===== src/rtl/chscan_pkg.sv =====
package chscan_pkg;

  typedef enum logic [3:0] {
    ST_PWR,          // power-up settling
    ST_LOAD,         // waiting on programmer
    ST_LED,          // LED frame in flight
    ST_REL_WAIT,     // waiting for button high
    ST_REL_SETTLE,   // release settling interval
    ST_IDLE,         // manual: waiting for press
    ST_PRESS_SETTLE, // press settling interval
    ST_LOCK_WAIT,    // scan: waiting for lock
    ST_LOCK_SETTLE,  // scan: post-lock interval
    ST_CHECK,        // scan: squelch check interval
    ST_DWELL         // scan: dwelling on active channel
  } scan_state_e;

endpackage


===== src/rtl/chscan_sync.sv =====
module chscan_sync #(
  parameter int          W       = 3,
  parameter logic [W-1:0] RST_VAL = '0
) (
  input  logic         clk,
  input  logic         rst_n,
  input  logic [W-1:0] d,
  output logic [W-1:0] q
);

  for (genvar i = 0; i < W; i++) begin : g_bit
    logic s1_q, s2_q;
    always_ff @(posedge clk or negedge rst_n) begin
      if (!rst_n) begin
        s1_q <= RST_VAL[i];
        s2_q <= RST_VAL[i];
      end else begin
        s1_q <= d[i];
        s2_q <= s1_q;
      end
    end
    assign q[i] = s2_q;
  end

endmodule


===== src/rtl/chscan_tick.sv =====
module chscan_tick #(
  parameter int TICK_CYCLES = 2750000
) (
  input  logic clk,
  input  logic rst_n,
  input  logic clr,
  output logic tick
);

  localparam int TW = $clog2(TICK_CYCLES + 1);

  logic [TW-1:0] cnt_q, cnt_d;

  assign tick = (cnt_q == TW'(TICK_CYCLES - 1));

  always_comb begin
    if (clr || tick) cnt_d = '0;
    else             cnt_d = cnt_q + TW'(1);
  end

  always_ff @(posedge clk or negedge rst_n) begin
    if (!rst_n) cnt_q <= '0;
    else        cnt_q <= cnt_d;
  end

endmodule


===== src/rtl/chscan_led.sv =====
module chscan_led #(
  parameter int NUM_LED = 8,
  localparam int IW     = $clog2(NUM_LED)
) (
  input  logic          clk,
  input  logic          rst_n,
  input  logic          start,
  input  logic [IW-1:0] sel,
  output logic          sdata,
  output logic          sclk,
  output logic          done
);

  localparam logic [IW-1:0] LAST = IW'(NUM_LED - 1);

  logic          busy_q, busy_d;
  logic [IW-1:0] idx_q, idx_d;
  logic          sclk_q, sclk_d;
  logic          sdata_q, sdata_d;
  logic          done_q, done_d;

  always_comb begin
    busy_d  = busy_q;
    idx_d   = idx_q;
    sclk_d  = sclk_q;
    sdata_d = sdata_q;
    done_d  = 1'b0;
    if (!busy_q) begin
      if (start) begin
        busy_d  = 1'b1;
        idx_d   = '0;
        sclk_d  = 1'b0;
        sdata_d = (sel != '0);
      end
    end else if (!sclk_q) begin
      sclk_d = 1'b1;
    end else begin
      sclk_d = 1'b0;
      if (idx_q == LAST) begin
        busy_d  = 1'b0;
        sdata_d = 1'b1;
        done_d  = 1'b1;
      end else begin
        idx_d   = idx_q + IW'(1);
        sdata_d = (sel != (idx_q + IW'(1)));
      end
    end
  end

  always_ff @(posedge clk or negedge rst_n) begin
    if (!rst_n) begin
      busy_q  <= 1'b0;
      idx_q   <= '0;
      sclk_q  <= 1'b0;
      sdata_q <= 1'b1;
      done_q  <= 1'b0;
    end else begin
      busy_q  <= busy_d;
      idx_q   <= idx_d;
      sclk_q  <= sclk_d;
      sdata_q <= sdata_d;
      done_q  <= done_d;
    end
  end

  assign sdata = sdata_q;
  assign sclk  = sclk_q;
  assign done  = done_q;

endmodule


===== src/rtl/chscan_top.sv =====
module chscan_top #(
  parameter int NUM_CHAN      = 8,
  parameter int TICK_CYCLES   = 2750000,
  parameter int POWERUP_TICKS = 2,
  parameter int DWELL_TICKS   = 40,
  localparam int CW           = $clog2(NUM_CHAN)
) (
  input  logic          clk,
  input  logic          rst_n,
  input  logic          btn_n,
  input  logic          sql_open,
  input  logic          pll_lock,
  input  logic          load_done,
  output logic          load_req,
  output logic [CW-1:0] load_chan,
  output logic          scan_active,
  output logic          led_sdata,
  output logic          led_sclk
);

  import chscan_pkg::*;

  localparam int            CNT_MAX = (DWELL_TICKS > POWERUP_TICKS) ? DWELL_TICKS : POWERUP_TICKS;
  localparam int            NW      = $clog2(CNT_MAX + 1);
  localparam logic [CW-1:0] LAST_CH = CW'(NUM_CHAN - 1);

  logic [2:0] sync_q;
  logic       btn_s, sql_s, lock_s;
  logic       tick, tmr_clr;
  logic       led_start, led_done;

  scan_state_e   state_q, state_d;
  logic [CW-1:0] chan_q, chan_d;
  logic          scan_q, scan_d;
  logic          restart_q, restart_d;
  logic [NW-1:0] cnt_q, cnt_d;

  chscan_sync #(.W(3), .RST_VAL(3'b001)) u_sync (
    .clk(clk), .rst_n(rst_n),
    .d({pll_lock, sql_open, btn_n}), .q(sync_q)
  );
  assign btn_s  = sync_q[0];
  assign sql_s  = sync_q[1];
  assign lock_s = sync_q[2];

  chscan_tick #(.TICK_CYCLES(TICK_CYCLES)) u_tick (
    .clk(clk), .rst_n(rst_n), .clr(tmr_clr), .tick(tick)
  );

  chscan_led #(.NUM_LED(NUM_CHAN)) u_led (
    .clk(clk), .rst_n(rst_n), .start(led_start), .sel(chan_q),
    .sdata(led_sdata), .sclk(led_sclk), .done(led_done)
  );

  function automatic logic [CW-1:0] next_chan(input logic [CW-1:0] c);
    return (c == LAST_CH) ? '0 : c + CW'(1);
  endfunction

  always_comb begin
    state_d   = state_q;
    chan_d    = chan_q;
    scan_d    = scan_q;
    restart_d = restart_q;
    cnt_d     = cnt_q;
    unique case (state_q)
      ST_PWR: if (tick) begin
        if (cnt_q == NW'(POWERUP_TICKS - 1)) begin
          chan_d  = '0;
          state_d = ST_LOAD;
        end else begin
          cnt_d = cnt_q + NW'(1);
        end
      end
      ST_LOAD:       if (load_done) state_d = ST_LED;
      ST_LED:        if (led_done)  state_d = ST_REL_WAIT;
      ST_REL_WAIT:   if (btn_s)     state_d = ST_REL_SETTLE;
      ST_REL_SETTLE: if (tick)      state_d = scan_q ? ST_LOCK_WAIT : ST_IDLE;
      ST_IDLE:       if (!btn_s)    state_d = ST_PRESS_SETTLE;
      ST_PRESS_SETTLE: if (tick) begin
        state_d = ST_LOAD;
        if (restart_q) begin
          restart_d = 1'b0;
          chan_d    = '0;
        end else if (chan_q == LAST_CH) begin
          scan_d = 1'b1;
          chan_d = '0;
        end else begin
          chan_d = chan_q + CW'(1);
        end
      end
      ST_LOCK_WAIT:   if (lock_s) state_d = ST_LOCK_SETTLE;
      ST_LOCK_SETTLE: if (tick)   state_d = ST_CHECK;
      ST_CHECK: if (tick) begin
        if (!btn_s) begin
          scan_d    = 1'b0;
          restart_d = 1'b1;
          state_d   = ST_REL_WAIT;
        end else if (!sql_s) begin
          chan_d  = next_chan(chan_q);
          state_d = ST_LOAD;
        end else begin
          cnt_d   = '0;
          state_d = ST_DWELL;
        end
      end
      ST_DWELL: if (tick) begin
        if (!btn_s) begin
          scan_d    = 1'b0;
          restart_d = 1'b1;
          state_d   = ST_REL_WAIT;
        end else if (cnt_q == NW'(DWELL_TICKS - 1)) begin
          state_d = ST_CHECK;
        end else begin
          cnt_d = cnt_q + NW'(1);
        end
      end
      default: state_d = ST_PWR;
    endcase
  end

  assign tmr_clr   = (state_d != state_q);
  assign led_start = (state_q == ST_LOAD) && load_done;

  always_ff @(posedge clk or negedge rst_n) begin
    if (!rst_n) begin
      state_q   <= ST_PWR;
      chan_q    <= '0;
      scan_q    <= 1'b0;
      restart_q <= 1'b0;
      cnt_q     <= '0;
    end else begin
      state_q   <= state_d;
      chan_q    <= chan_d;
      scan_q    <= scan_d;
      restart_q <= restart_d;
      cnt_q     <= cnt_d;
    end
  end

  assign load_req    = (state_q == ST_LOAD);
  assign load_chan   = chan_q;
  assign scan_active = scan_q;

endmodule


===== config.mk =====
export PLATFORM = sky130hd
export DESIGN_NAME = chscan_top
export DESIGN_NICKNAME = d
export VERILOG_FILES = /design/src/rtl/chscan_pkg.sv /design/src/rtl/chscan_sync.sv /design/src/rtl/chscan_tick.sv /design/src/rtl/chscan_led.sv /design/src/rtl/chscan_top.sv
export SDC_FILE = /design/constraint.sdc
export NUM_CORES = 1
export LEC_CHECK = 0
export BUFFER_PORTS_ARGS = -buffer_cell sky130_fd_sc_hd__buf_4
export CAP_MARGIN = 20
export CORE_MARGIN = 10
export CORE_UTILIZATION = 61
export DETAILED_ROUTE_END_ITERATION = 12
export MAX_ROUTING_LAYER = met4
export PLACE_DENSITY = 0.79
export SLEW_MARGIN = 20
export SYNTH_ARGS = -nofsm -noshare
export SYNTH_HDL_FRONTEND = slang
export SYNTH_SLANG_ARGS = --single-unit
export TNS_END_PERCENT = 20

===== constraint.sdc =====
create_clock -name clk -period 2.51 [get_ports clk]
set_clock_uncertainty 0.1 [all_clocks]
set_input_delay 0.251 -clock clk [delete_from_list [all_inputs] [get_ports clk]]
set_output_delay 0.251 -clock clk [all_outputs]
set_load 0.01 [all_outputs]

# Word level (Yosys, flattened, before mapping)
# Index checks and enable logic that the tools add are counted.
dict set report op_classes {
  n_mux 65
  n_eq_ne 34
  n_addsub 4
  reduce_logical 15
}
# cell count
set op_table {}
lappend op_table {{$mux W4} 16}
lappend op_table {{$mux W6} 8}
lappend op_table {{$pmux W4 S11} 1}
lappend op_table {{$mux W3} 12}
lappend op_table {{$add A22 B1 Y22 const B} 1}
lappend op_table {{$eq A22 B22 Y1 const B} 1}
lappend op_table {{$mux W1} 22}
lappend op_table {{$mux W22} 1}
lappend op_table {{$ne A2 B2 Y1 const B} 9}
lappend op_table {{$pmux W6 S3} 1}
lappend op_table {{$eq A4 B3 Y1 const B} 4}
lappend op_table {{$ne A2 B1 Y1 const B} 8}
lappend op_table {{$eq A4 B4 Y1 const B} 3}
lappend op_table {{$pmux W3 S3} 1}
lappend op_table {{$reduce_and A9 Y1} 1}
lappend op_table {{$reduce_bool A3 Y1} 3}
lappend op_table {{$eq A4 B2 Y1 const B} 2}
lappend op_table {{$reduce_and A7 Y1} 1}
lappend op_table {{$add A3 B1 Y3 const B} 2}
lappend op_table {{$add A6 B1 Y6 const B} 1}
lappend op_table {{$eq A3 B3 Y1 const B} 2}
lappend op_table {{$eq A6 B1 Y1 const B} 1}
lappend op_table {{$eq A6 B6 Y1 const B} 1}
lappend op_table {{$reduce_and A6 Y1} 1}
lappend op_table {{13 further kinds} 15}
dict set report word_totals {
  inputBits 6
  reg_bits 50
  output_inout_bits 7
  word_cells 135
}

# Longest topological paths before layout
# Gate-level depths: netlist of the first run.
dict set report depth {
  ltp_word 8
  ltp_mapped 8
}

# Modules after synthesis
# Synthesis of the first run repeated with hierarchy kept, for this count alone.
dict set report hier_totals {
  hier_cells 297
  hier_area_um2 2957.8
}
# mod area_per_inst_um2 cells_per_inst instances
set modules_own_cells {}
lappend modules_own_cells {chscan_top 1216.2 136 1}
lappend modules_own_cells {chscan_tick 1172.4 116 1}
lappend modules_own_cells {chscan_led 394.1 36 1}
lappend modules_own_cells {chscan_sync 175.2 9 1}

# Worst setup path after synthesis of the first run
# Ideal clock, no wire load.
dict set report synth_timing {
  path_type {register to register}
  start {register cnt_q[1]}
  end {register cnt_q[0]}
  n_path_buf 1
  setup_time_ns 0.125
  required_time_ns 2.285
  t_arrival_ns 2.076
  slack_ns 0.209
  stages_incl_launch_ff 9
  synth_period_minus_slack_ns 2.301
  path_cell_list {dfrtp_1 inv_1 ha_1 or4b_4 nand3b_4 a311oi_4 or3_1 buf_6 mux2_4}
}
dict set report synth_via {
  elab_chain_cells 3
}
# element line
set synth_lines {}
lappend synth_lines {{start, declared} chscan_top.sv:36} ;# logic [NW-1:0] cnt_q, cnt_d;
lappend synth_lines {{start signal, assigned} chscan_top.sv:136} ;# cnt_q <= cnt_d;
lappend synth_lines {{$eq A6 B6 Y1 / $eq A6 B1 Y1 (equally long branches)} {chscan_top.sv:111, chscan_top.sv:67}}
lappend synth_lines {{$ne A2 B2 Y1 (no source line)} --}
lappend synth_lines {{$reduce_and A9 Y1 (no source line) (*)} --}
# Mark *: on every way between the ends. The rest lies on a longest branch, timed or not.
# A chain may end at the register's enable or synchronous reset.

# Final worst setup path of the first run
dict set report layout_timing {
  start {register cnt_q[1]}
  end {register cnt_q[1]}
}
dict set report layout_via {
  elab_chain_cells 5
}
# element line
set layout_lines {}
lappend layout_lines {{$add A6 B1 Y6} {chscan_top.sv:71, chscan_top.sv:114}}
lappend layout_lines {{$mux W6} chscan_top.sv:111} ;# end else if (cnt_q == NW'(DWELL_TICKS - 1)) begin
lappend layout_lines {{$mux W6} chscan_top.sv:107} ;# if (!btn_s) begin
lappend layout_lines {{$mux W6} chscan_top.sv:106} ;# ST_DWELL: if (tick) begin
lappend layout_lines {{$pmux W6 S3} chscan_top.sv:65} ;# unique case (state_q)
# Several ways; a longest one is shown, not always the timed one. The select of a mux whose other input is x is not followed.

==> results of run 1 <==
## path summary, 6_finish.rpt
path	endpoint	slack [ns]	depth (start not counted)
worst max-delay path	cnt_q[1]$_DFFE_PN0P_	0.17	7
worst min-delay path	u_led.busy_q$_DFF_PN0_	0.22	3
worst max register to register	cnt_q[1]$_DFFE_PN0P_	0.17	7
worst min register to register	u_sync.g_bit[1].s2_q$_DFF_PN0_	0.26	0
max in group asynchronous	u_led.done$_DFF_PN0_	1.50	2
min in group asynchronous	u_tick.cnt_q[15]$_DFF_PN0_	0.40	2
## area by class of cell
cell class                 instances  area [µm²]
clock buffer                       7        76.3
clock inverter                     1        30.0
fill                             358        1260
inverter                          14        52.6
multi-input combinational        219        1490
sequential                        50        1250
tap                               52        65.1
timing repair buffer              27         213
## synthesized netlist by cell type, drive strengths merged (2+ instances only)
cell type   n
dfrtp      47
nor2       38
nand2      22
inv        14
xnor2      14
o21ai      13
nand3      11
xor2       10
nor3        9
and3        8
ha          8
nand4       8
clkbuf      7
a21oi       6
mux2i       6
nand2b      5
nor2b       5
a31oi       4
and4        4
buf         4
mux2        4
dfstp       3
nor4        3
o31ai       3
o41ai       3
or3         3
a211o       2
a21o        2
a2bb2oi     2
nand3b      2
nand4bb     2
o22ai       2
o32a        2
or4         2
## cell families (layout without fill, tap and decap cells)
| kind of cell | Yosys count | after routing | share of synthesized area |
|---|---|---|---|
| fa+ha+maj | 8 | 8 | 0.0349 |
| compound gates | 50 | 50 | 0.132 |
| xor+xnor | 24 | 24 | 0.0732 |
| flops | 50 | 50 | 0.437 |
| simple gates | 127 | 127 | 0.240 |
| mux | 10 | 10 | 0.0392 |
| buf+inv | 25 | 49 | 0.0436 |
## state kept, by name, summed over array words and instances, names as in the netlist
| register | cells |
|---|---|
| cnt_q | 6 |
| load_chan | 3 |
| u_tick.cnt_q | 22 |
| u_led.sdata | 1 |
| u_sync.g_bit.s2_q | 3 |
| state_q | 4 |
| u_led.sclk | 1 |
| u_led.idx_q | 3 |
| u_led.done | 1 |
| u_sync.g_bit.s1_q | 3 |
| scan_active | 1 |
| restart_q | 1 |
| u_led.busy_q | 1 |
## tightest hold or removal path, stage by stage
cell and delay, ns:
buf_4 0.09, a21oi_1 0.14, nor2_1 0.10
## layout by cell type, fill, tap and decap left out, types with 3 or more instances in the layout
master	count
nor3_1	8
nand3_1	10
xor2_1	10
nand4_1	8
inv_1	14
and4_1	3
o31ai_1	3
clkbuf_8	5
xnor2_1	14
a31oi_1	4
dfrtp_1	47
buf_4	23
nand2b_1	5
nor4_1	3
ha_1	8
nor2_1	37
nor2b_1	4
and3_1	6
mux2i_1	6
o21ai_0	13
a21oi_1	6
dlygate4sd3_1	4
nand2_1	22
o41ai_1	3
dfstp_2	3
## per-layer routing
layer  GRT usage  wire (µm)
met1       0.218       2740
met2       0.240       2640
met3      0.0331        234
met4      0.0470         61
met5           -          0
## where the power goes
part	internal, mW	total, mW	switching (mW)
combinational	0.285	0.598	0.313
sequential	0.931	1.09	0.156
clock	0.298	0.544	0.246
## what timing repair did
item,4_1_cts,5_1_grt
setup buffers,0,0
endpoints found under the hold margin,50,0
hold buffers,4,0
## stage by stage
| step | utilization | cells |
|---|---|---|
| floorplan | - | 294 |
| global placement | 0.683 | 358 |
| detailed placement | 0.683 | 358 |
| CTS | 0.716 | 370 |
| global route | 0.716 | 370 |
| finish | 0.716 | 370 |
==> results.md, run 1 <==
- Status: completed
- Max Clk Rate: 428 MHz
- Lkg Pwr: 1.45 nW
- Post-synth ARST share: 1.00
- Synth area leaders: dfrtp_1 (41%), nor2_1 (4.8%), xnor2_1 (4.3%)
- CTS sink count: 50
- Synthesized cell area: 2870 µm²
- RSZ-0062 raised after global routing: no
- Worst setup EP type: flop
- Hold slack: 0.221 ns
- Clock root buffer master: clkbuf_8
- Placed Area: 3040 µm²
- Tightest Pin Transition: 0.592 ns
- Total CTS buffers: 5
- Routed Wire Length: 5680 µm
- Clk pin slew, worst setup/hold paths: 0.09 ns
- Nets: 331
- Syn Area/Cell: 9.76 µm²
- Critical setup path kind: flop to flop
- Inserted Diodes: 0
- Syn Nets: 308
- First-pass GRT wire length: 9890 µm
- Iteration-0 DRC Markers: 99
- Die Span Y: 88.6 µm
- Slowest cell delay on critical path: 0.45 ns
- CP startpoint kind: flop
- WP buf/inv: 1
- Num ports: 13
- Vias in the first global route: 2079
- Layout area overhead: 10.9%
- Seq/Total Area, Yosys: 0.437
- Ratio of final minimum period to clock period: 0.931
- Critical path required time: 2.60 ns
- Min cycle time layout: 2.34 ns
- Critical-path cell list: inv_1 -> ha_1 -> or4b_4 -> nand3b_4 -> a311oi_4 -> or3_1 -> mux2_4
- Area fraction of the dominant cell type after synthesis: 0.410
- Die footprint: 7850 µm²
- Slew headroom: 0.605
- Tot Pwr: 2.23 mW
- Ys Warns: 0
- Final setup viols: 0
- Synth unique cells: 62
- Min-delay src: load_done
- Largest delay share family, worst path: simple AND/OR/NAND/NOR gates
- PostCTS Resize Cnt: 0
- # rows: 24
- Initial Utilization: 0.646
- Pre-Repair DR Iteration Count: 4
- Setup TNS: 0 ns
- Core Box Area: 4440 µm²
- Max-Cap Viols: 0
- Largest net degree at the start of global routing: 51
- Post-DRT Antenna Nets: 0
- Min-delay worst type: primary input to flop
- PD cells: 701 nW/µm²
- Gpl congestion: 0.896
- Flops & latches, synth: 50
- DR WL/cell: 15.3 µm
- Critical Path Source: cnt_q[1]$_DFFE_PN0P_
- Grt ovf: 0
- Port bufs: 12
- Final instance area: 3180 µm²
- CP max FO: 6
- Crit path DAT: 2.42 ns
- Initial antenna violation count: 0
- Mapped Cells: 294
- H-tree depth reported by CTS: 2
- Deepest clock path buffer count: 2
- Final setup margin: 0.173 ns
- Routed vias: 2167
- Worst-skew pair later-pin latency: 0.30 ns
- Proportion of layout cells with a drive suffix above 1: 0.167
- Final Hold Viols: 0
- Reg2reg start: cnt_q[1]$_DFFE_PN0P_
- DP HPWL: 4220 µm
- Largest area contributor in the netlist: dfrtp_1
- Main synth FF type: dfrtp_1
- CTS tree: done
- Worst slack, placed: 0.182 ns
- DIE WIDTH: 88.6 µm
- Worst vdd ir: 452 µV
- EDFF count, synth: 0
- Slowest library cell on the worst path: or4b_4
- Max Slew Vio Count: 0
- # DRC: 0
- DR vias/cell: 5.86
- Total track usage: 0.162
Power figures use the tool's default switching activity.
==> run 2: changes to the inputs <==
--- a/config.mk
+++ b/config.mk
@@ -8,10 +8,11 @@
 export BUFFER_PORTS_ARGS = -buffer_cell sky130_fd_sc_hd__buf_4
 export CAP_MARGIN = 20
 export CORE_MARGIN = 10
-export CORE_UTILIZATION = 61
+export CORE_UTILIZATION = 64
+export CTS_BUF_LIST = sky130_fd_sc_hd__clkbuf_4
 export DETAILED_ROUTE_END_ITERATION = 12
 export MAX_ROUTING_LAYER = met4
-export PLACE_DENSITY = 0.79
+export PLACE_DENSITY = 0.82
 export SLEW_MARGIN = 20
 export SYNTH_ARGS = -nofsm -noshare
 export SYNTH_HDL_FRONTEND = slang
==> results.md, run 2 (synthesis gave the netlist of run 1 again) <==
- Tot Pwr: 2.17 mW (-2.6%)
- Largest Register: u_tick.cnt_q
- Reg-to-Reg End: cnt_q[1]$_DFFE_PN0P_
- Lkg Pwr: 1.45 nW (about the same)
- Slowest cell delay on critical path: 0.46 ns (about the same)
- Initial antenna violation count: 0 (unchanged)
- Vias in the first global route: 2129 (+2.4%)
- Min cycle time layout: 2.42 ns (+0.0786 ns)
- DR WL/cell: 15.4 µm (+0.64%)
- Reg2reg start: cnt_q[1]$_DFFE_PN0P_
- Routed vias: 2228 (+2.8%)
- Max-Cap Viols: 0 (unchanged)
- Critical Path Source: cnt_q[1]$_DFFE_PN0P_
- Hold-fix buffers, CTS: 4 (unchanged)
- Min-delay worst type: primary input to flop
- Port bufs: 12 (unchanged)
- CTS tree: done
- CP startpoint kind: flop
- Post-DRT Antenna Nets: 0 (unchanged)
- Pre-Repair DR Iteration Count: 4 (unchanged)
- Slowest library cell on the worst path: or4b_4
- Num ports: 13 (unchanged)
- PostCTS Resize Cnt: 0 (unchanged)
- Final Instance Count excl. Fillers: 371 (+0.27%)
- Most common cell after layout, fill and taps aside: dfrtp_1
- Crit path DAT: 2.58 ns (+0.16 ns)
- Slew headroom: 0.588 (-0.0175)
- Nets: 332 (+0.30%)
- Largest regs: u_tick.cnt_q x22, cnt_q x6, state_q x4
- Worst setup EP type: flop
- Initial Utilization: 0.659 (+0.0134)
- Worst vdd ir: 548 µV (+21%)
- Clock root buffer master: clkbuf_4
- Final setup margin: 0.0942 ns (-0.0786 ns)
- Worst slack, placed: 0.129 ns (-0.0540 ns)
- DP HPWL: 4170 µm (-1.2%)
- Reg2reg path depth: 7 (unchanged)
- Die Span Y: 87.0 µm (-1.8%)
- Iteration-0 DRC Markers: 157 (+59%)
- DIE WIDTH: 87.0 µm (-1.8%)
- Proportion of layout cells with a drive suffix above 1: 0.176 (+0.00888)
- Max reg flops: 22 (unchanged)
- CP endpoint: cnt_q[1]$_DFFE_PN0P_
- Critical path required time: 2.68 ns (+0.08 ns)
- Grt ovf: 0 (unchanged)
- Setup TNS: 0 ns (unchanged)
- Gpl congestion: 0.950 (+5.9%)
- Deepest clock path buffer count: 2 (unchanged)
- CTS sink count: 50 (unchanged)
- Final setup viols: 0 (unchanged)
- Status: completed
- Inserted Diodes: 0 (unchanged)
- PD cells: 685 nW/µm² (-2.2%)
- Core Box Area: 4350 µm² (-2.0%)
- Clk pin slew, worst setup/hold paths: 0.14 ns (+0.05 ns)
- Max Clk Rate: 414 MHz (-3.3%)
- Critical-path cell list: inv_1 -> ha_1 -> or4b_4 -> nand3b_4 -> a311oi_4 -> or3_1 -> mux2_4
- Largest net degree at the start of global routing: 51 (unchanged)
- Critical setup path kind: flop to flop
- Worst R2R Setup Slack: 0.09 ns (-0.08 ns)
- CP max FO: 6 (unchanged)
- Ratio of final minimum period to clock period: 0.962 (+0.0313)
- Final Hold Viols: 0 (unchanged)
- DR vias/cell: 6.01 (+2.5%)
- Max Slew Vio Count: 0 (unchanged)
- # DRC: 0 (unchanged)
- Cell total after placement: 359 (+0.28%)
- Hold slack: 0.161 ns (-0.0604 ns)
- Total CTS buffers: 5 (unchanged)
- Total track usage: 0.164 (+0.00221)
- First-pass GRT wire length: 9900 µm (about the same)
- Routed Wire Length: 5730 µm (+0.92%)
- Postcts setup bufs: 0 (unchanged)
- Most frequent cells in the layout: dfrtp_1 (47), nor2_1 (37), buf_4 (24), nand2_1 (22)
- # rows: 24 (unchanged)
- Die footprint: 7560 µm² (-3.6%)
- Tightest Pin Transition: 0.618 ns (+0.0263 ns)
- Worst-skew pair later-pin latency: 0.37 ns (+0.07 ns)
- H-tree depth reported by CTS: 2 (unchanged)
- Layout area overhead: 10.3%
- RSZ-0062 raised after global routing: no
run 2: cell count changes in the layout (fill, tap and decap cells not counted), sizes merged:
| cell | before | now |
|---|---|---|
| clkbuf | 7 | 6 |
| clkinv | 0 | 1 |
| buf | 23 | 24 |
run 2: power breakdown:
part	internal, mW	switching (mW)
logic	0.286	0.316
clock network	0.223	0.259
registers	0.931	0.155
run 2: routing by layer:
layer / up-vias / share of wire / global-route usage / routed length [µm]
li1: 1099 / - / - / -
met1: 1052 / 0.50 / 0.234 / 2890
met2: 66 / 0.44 / 0.227 / 2500
met3: 11 / 0.050 / 0.0346 / 287
met4: 0 / 0.010 / 0.0486 / 59
met5: - / 0 / - / 0
run 2: worst min-delay path by stage:
stage	startpoint	endpoint	slack, ns	cells after the start
CTS	load_done	u_led.busy_q$_DFF_PN0_	0.14	3
global placement	rst_n	u_tick.cnt_q[21]$_DFF_PN0_	0.21	1
finish	load_done	u_led.busy_q$_DFF_PN0_	0.16	3
floorplan	rst_n	cnt_q[0]$_DFFE_PN0P_	-0.14	0
detailed placement	rst_n	u_tick.cnt_q[5]$_DFF_PN0_	0.21	1
global route	load_done	u_led.busy_q$_DFF_PN0_	0.16	3
run 2: final cells by class:
class / count / area, µm²
Tap cell: 52 / 65.1
Fill cell: 333 / 1190
Clock buffer: 6 / 45.0
Inverter: 14 / 52.6
Sequential cell: 50 / 1250
Clock inverter: 2 / 38.8
Timing Repair Buffer: 28 / 220
Multi-Input combinational cell: 219 / 1490
run 2: critical path, delay by kind of cell (launching register included):
kind	cells	cell delay, ns
mux	1	0.34
compound gates	1	0.27
fa+ha+maj	1	0.13
buf+inv	1	0.07
flops	1	0.45
simple gates	3	0.96
run 2: per-stage QoR:
| step | utilization | cell area [µm²] |
|---|---|---|
| finish | 0.727 | 3170 |
| global route | 0.727 | 3170 |
| CTS | 0.727 | 3170 |
| detailed placement | 0.699 | 3040 |
| global placement | 0.699 | 3040 |
| floorplan | - | 2870 |
==> run 3: changes to the inputs <==
--- a/config.mk
+++ b/config.mk
@@ -9,7 +9,7 @@
 export CAP_MARGIN = 20
 export CORE_MARGIN = 10
 export CORE_UTILIZATION = 64
-export CTS_BUF_LIST = sky130_fd_sc_hd__clkbuf_4
+export CTS_BUF_LIST = sky130_fd_sc_hd__clkbuf_2 sky130_fd_sc_hd__clkbuf_4 sky130_fd_sc_hd__clkbuf_8
 export DETAILED_ROUTE_END_ITERATION = 12
 export MAX_ROUTING_LAYER = met4
 export PLACE_DENSITY = 0.82
==> results.md, run 3 (synthesis gave the netlist of run 1 again) <==
- Die footprint: 7560 µm² (unchanged)
- CP max FO: 6 (unchanged)
- Largest Register: u_tick.cnt_q
- Max Clk Rate: 413 MHz (-0.32%)
- Critical path required time: 2.61 ns (-0.07 ns)
- Slew headroom: 0.588 (about the same)
- Grt met3 use: 0.0365 (+0.00187)
- Lkg Pwr: 1.46 nW (+0.89%)
- Ratio of final minimum period to clock period: 0.966 (+0.00308)
- CTS sink count: 50 (unchanged)
- Fin util: 0.734 (+0.00718)
- Gpl congestion: 0.950 (unchanged)
- Final Hold Viols: 0 (unchanged)
- Max reg flops: 22 (unchanged)
- Cell total after placement: 359 (unchanged)
- CTS tree: done
- Initial antenna violation count: 0 (unchanged)
- Final instance area: 3200 µm² (+0.99%)
- Min-delay src: load_done
- Critical Path Source: cnt_q[1]$_DFFE_PN0P_
- Vias in the first global route: 2126 (-0.14%)
- Reg2reg start: cnt_q[1]$_DFFE_PN0P_
- Final setup viols: 0 (unchanged)
- Worst vdd ir: 596 µV (+8.6%)
- Grt ovf: 0 (unchanged)
- Hold Path Depth: 3 (unchanged)
- CP startpoint kind: flop
- Most common cell after layout, fill and taps aside: dfrtp_1
- Max Slew Vio Count: 0 (unchanged)
- Most frequent cells in the layout: dfrtp_1 (47), nor2_1 (37), buf_4 (24), nand2_1 (22)
- Worst-skew pair later-pin latency: 0.31 ns (-0.06 ns)
- GRT met1 Usage: 0.233 (-0.00100)
- Die Span Y: 87.0 µm (unchanged)
- Proportion of layout cells with a drive suffix above 1: 0.176 (unchanged)
- # DRC: 0 (unchanged)
- Num ports: 13 (unchanged)
- First-pass GRT wire length: 9940 µm (+0.41%)
- Placed Area: 3040 µm² (unchanged)
- RSZ-0062 raised after global routing: no
- Status: completed
- Multi-input gate area: 1490 µm² (unchanged)
- DR vias/cell: 5.94 (-1.1%)
- Gr busiest metal: met1
- Core Box Area: 4350 µm² (unchanged)
- Worst setup EP type: flop
- Iteration-0 DRC Markers: 172 (+9.6%)
- Deepest clock path buffer count: 2 (unchanged)
- # rows: 24 (unchanged)
- Register area: 1250 µm² (unchanged)
- Largest net degree at the start of global routing: 51 (unchanged)
- Crit path DAT: 2.52 ns (-0.06 ns)
- Final Instance Count excl. Fillers: 371 (unchanged)
- Critical setup path kind: flop to flop
- Total CTS buffers: 5 (unchanged)
- H-tree depth reported by CTS: 2 (unchanged)
- Inserted Diodes: 0 (unchanged)
- DIE WIDTH: 87.0 µm (unchanged)
- Min cycle time layout: 2.42 ns (+0.00773 ns)
- Pre-Repair DR Iteration Count: 4 (unchanged)
- Setup TNS: 0 ns (unchanged)
- Routed Wire Length: 5760 µm (+0.51%)
- Fillers: 329 (-1.2%)
- Clk pin slew, worst setup/hold paths: 0.09 ns (-0.05 ns)
- Routed vias: 2204 (-1.1%)
- Min-delay worst type: primary input to flop
- Largest regs: u_tick.cnt_q x22, cnt_q x6, state_q x4
- PD cells: 711 nW/µm² (+3.8%)
- Initial Utilization: 0.659 (unchanged)
- Clock root buffer master: clkbuf_8
- DR WL/cell: 15.5 µm (+0.51%)
- Nets: 332 (unchanged)
- Layout area overhead: 11.4%
- Max-Cap Viols: 0 (unchanged)
- Post-DRT Antenna Nets: 0 (unchanged)
- Tightest Pin Transition: 0.618 ns (-0.000507 ns)
- PostCTS Resize Cnt: 0 (unchanged)
- Port bufs: 12 (unchanged)
- Total track usage: 0.166 (+0.00223)
- Reg2reg path depth: 7 (unchanged)
- DP HPWL: 4170 µm (unchanged)
- GR met2 Demand/Resource: 0.227 (+0.000666)
run 3: timing repair:
action | in CTS | in global routing
hold endpoints to repair | 50 | 0
setup buffers | 0 | 0
hold buffers | 4 | 0
run 3: worst paths after layout:
path,to,slack (ns)
max,cnt_q[1]$_DFFE_PN0P_,0.09
min,u_led.busy_q$_DFF_PN0_,0.21
max reg2reg,cnt_q[1]$_DFFE_PN0P_,0.09
min reg2reg,u_sync.g_bit[2].s2_q$_DFF_PN0_,0.26
max in group asynchronous,u_tick.cnt_q[12]$_DFF_PN0_,1.50
min in group asynchronous,u_tick.cnt_q[19]$_DFF_PN0_,0.40
run 3: stage by stage:
stage               hold WS (ns)  setup slack [ns]  power (mW)
finish                     0.211            0.0864        2.27
global route               0.242            0.0228        2.42
CTS                        0.207            0.0879        2.29
detailed placement         0.209             0.129        1.69
global placement           0.206             0.228        1.67
floorplan                 -0.145             0.209        1.52
run 3: critical path, cell delays in order, from the launching register on:
cell      delay (ns)
dfrtp_1         0.43
inv_1           0.08
ha_1            0.12
or4b_4          0.45
nand3b_4        0.17
a311oi_4        0.29
or3_1           0.33
mux2_4          0.34
run 3: final cells by class:
type	instances	area share
multi-input cells	219	0.466
well taps	52	0.0203
flip-flops and latches	50	0.392
inverters	14	0.0164
clock buffers	6	0.0239
clock inverters	2	0.0121
repair buffers	28	0.0689
run 3: per-layer routing:
layer | wire length [µm] | vias to the layer above
li1 | - | 1098
met1 | 2860 | 1052
met2 | 2530 | 45
met3 | 281 | 9
met4 | 83 | 0
met5 | 0 | -
run 3: power breakdown:
part / total (mW) / internal (mW) / switching [mW]
Sequential: 1.09 / 0.931 / 0.157
Clock: 0.585 / 0.310 / 0.274
Combinational: 0.601 / 0.286 / 0.315
Total: 2.27 / 1.53 / 0.747
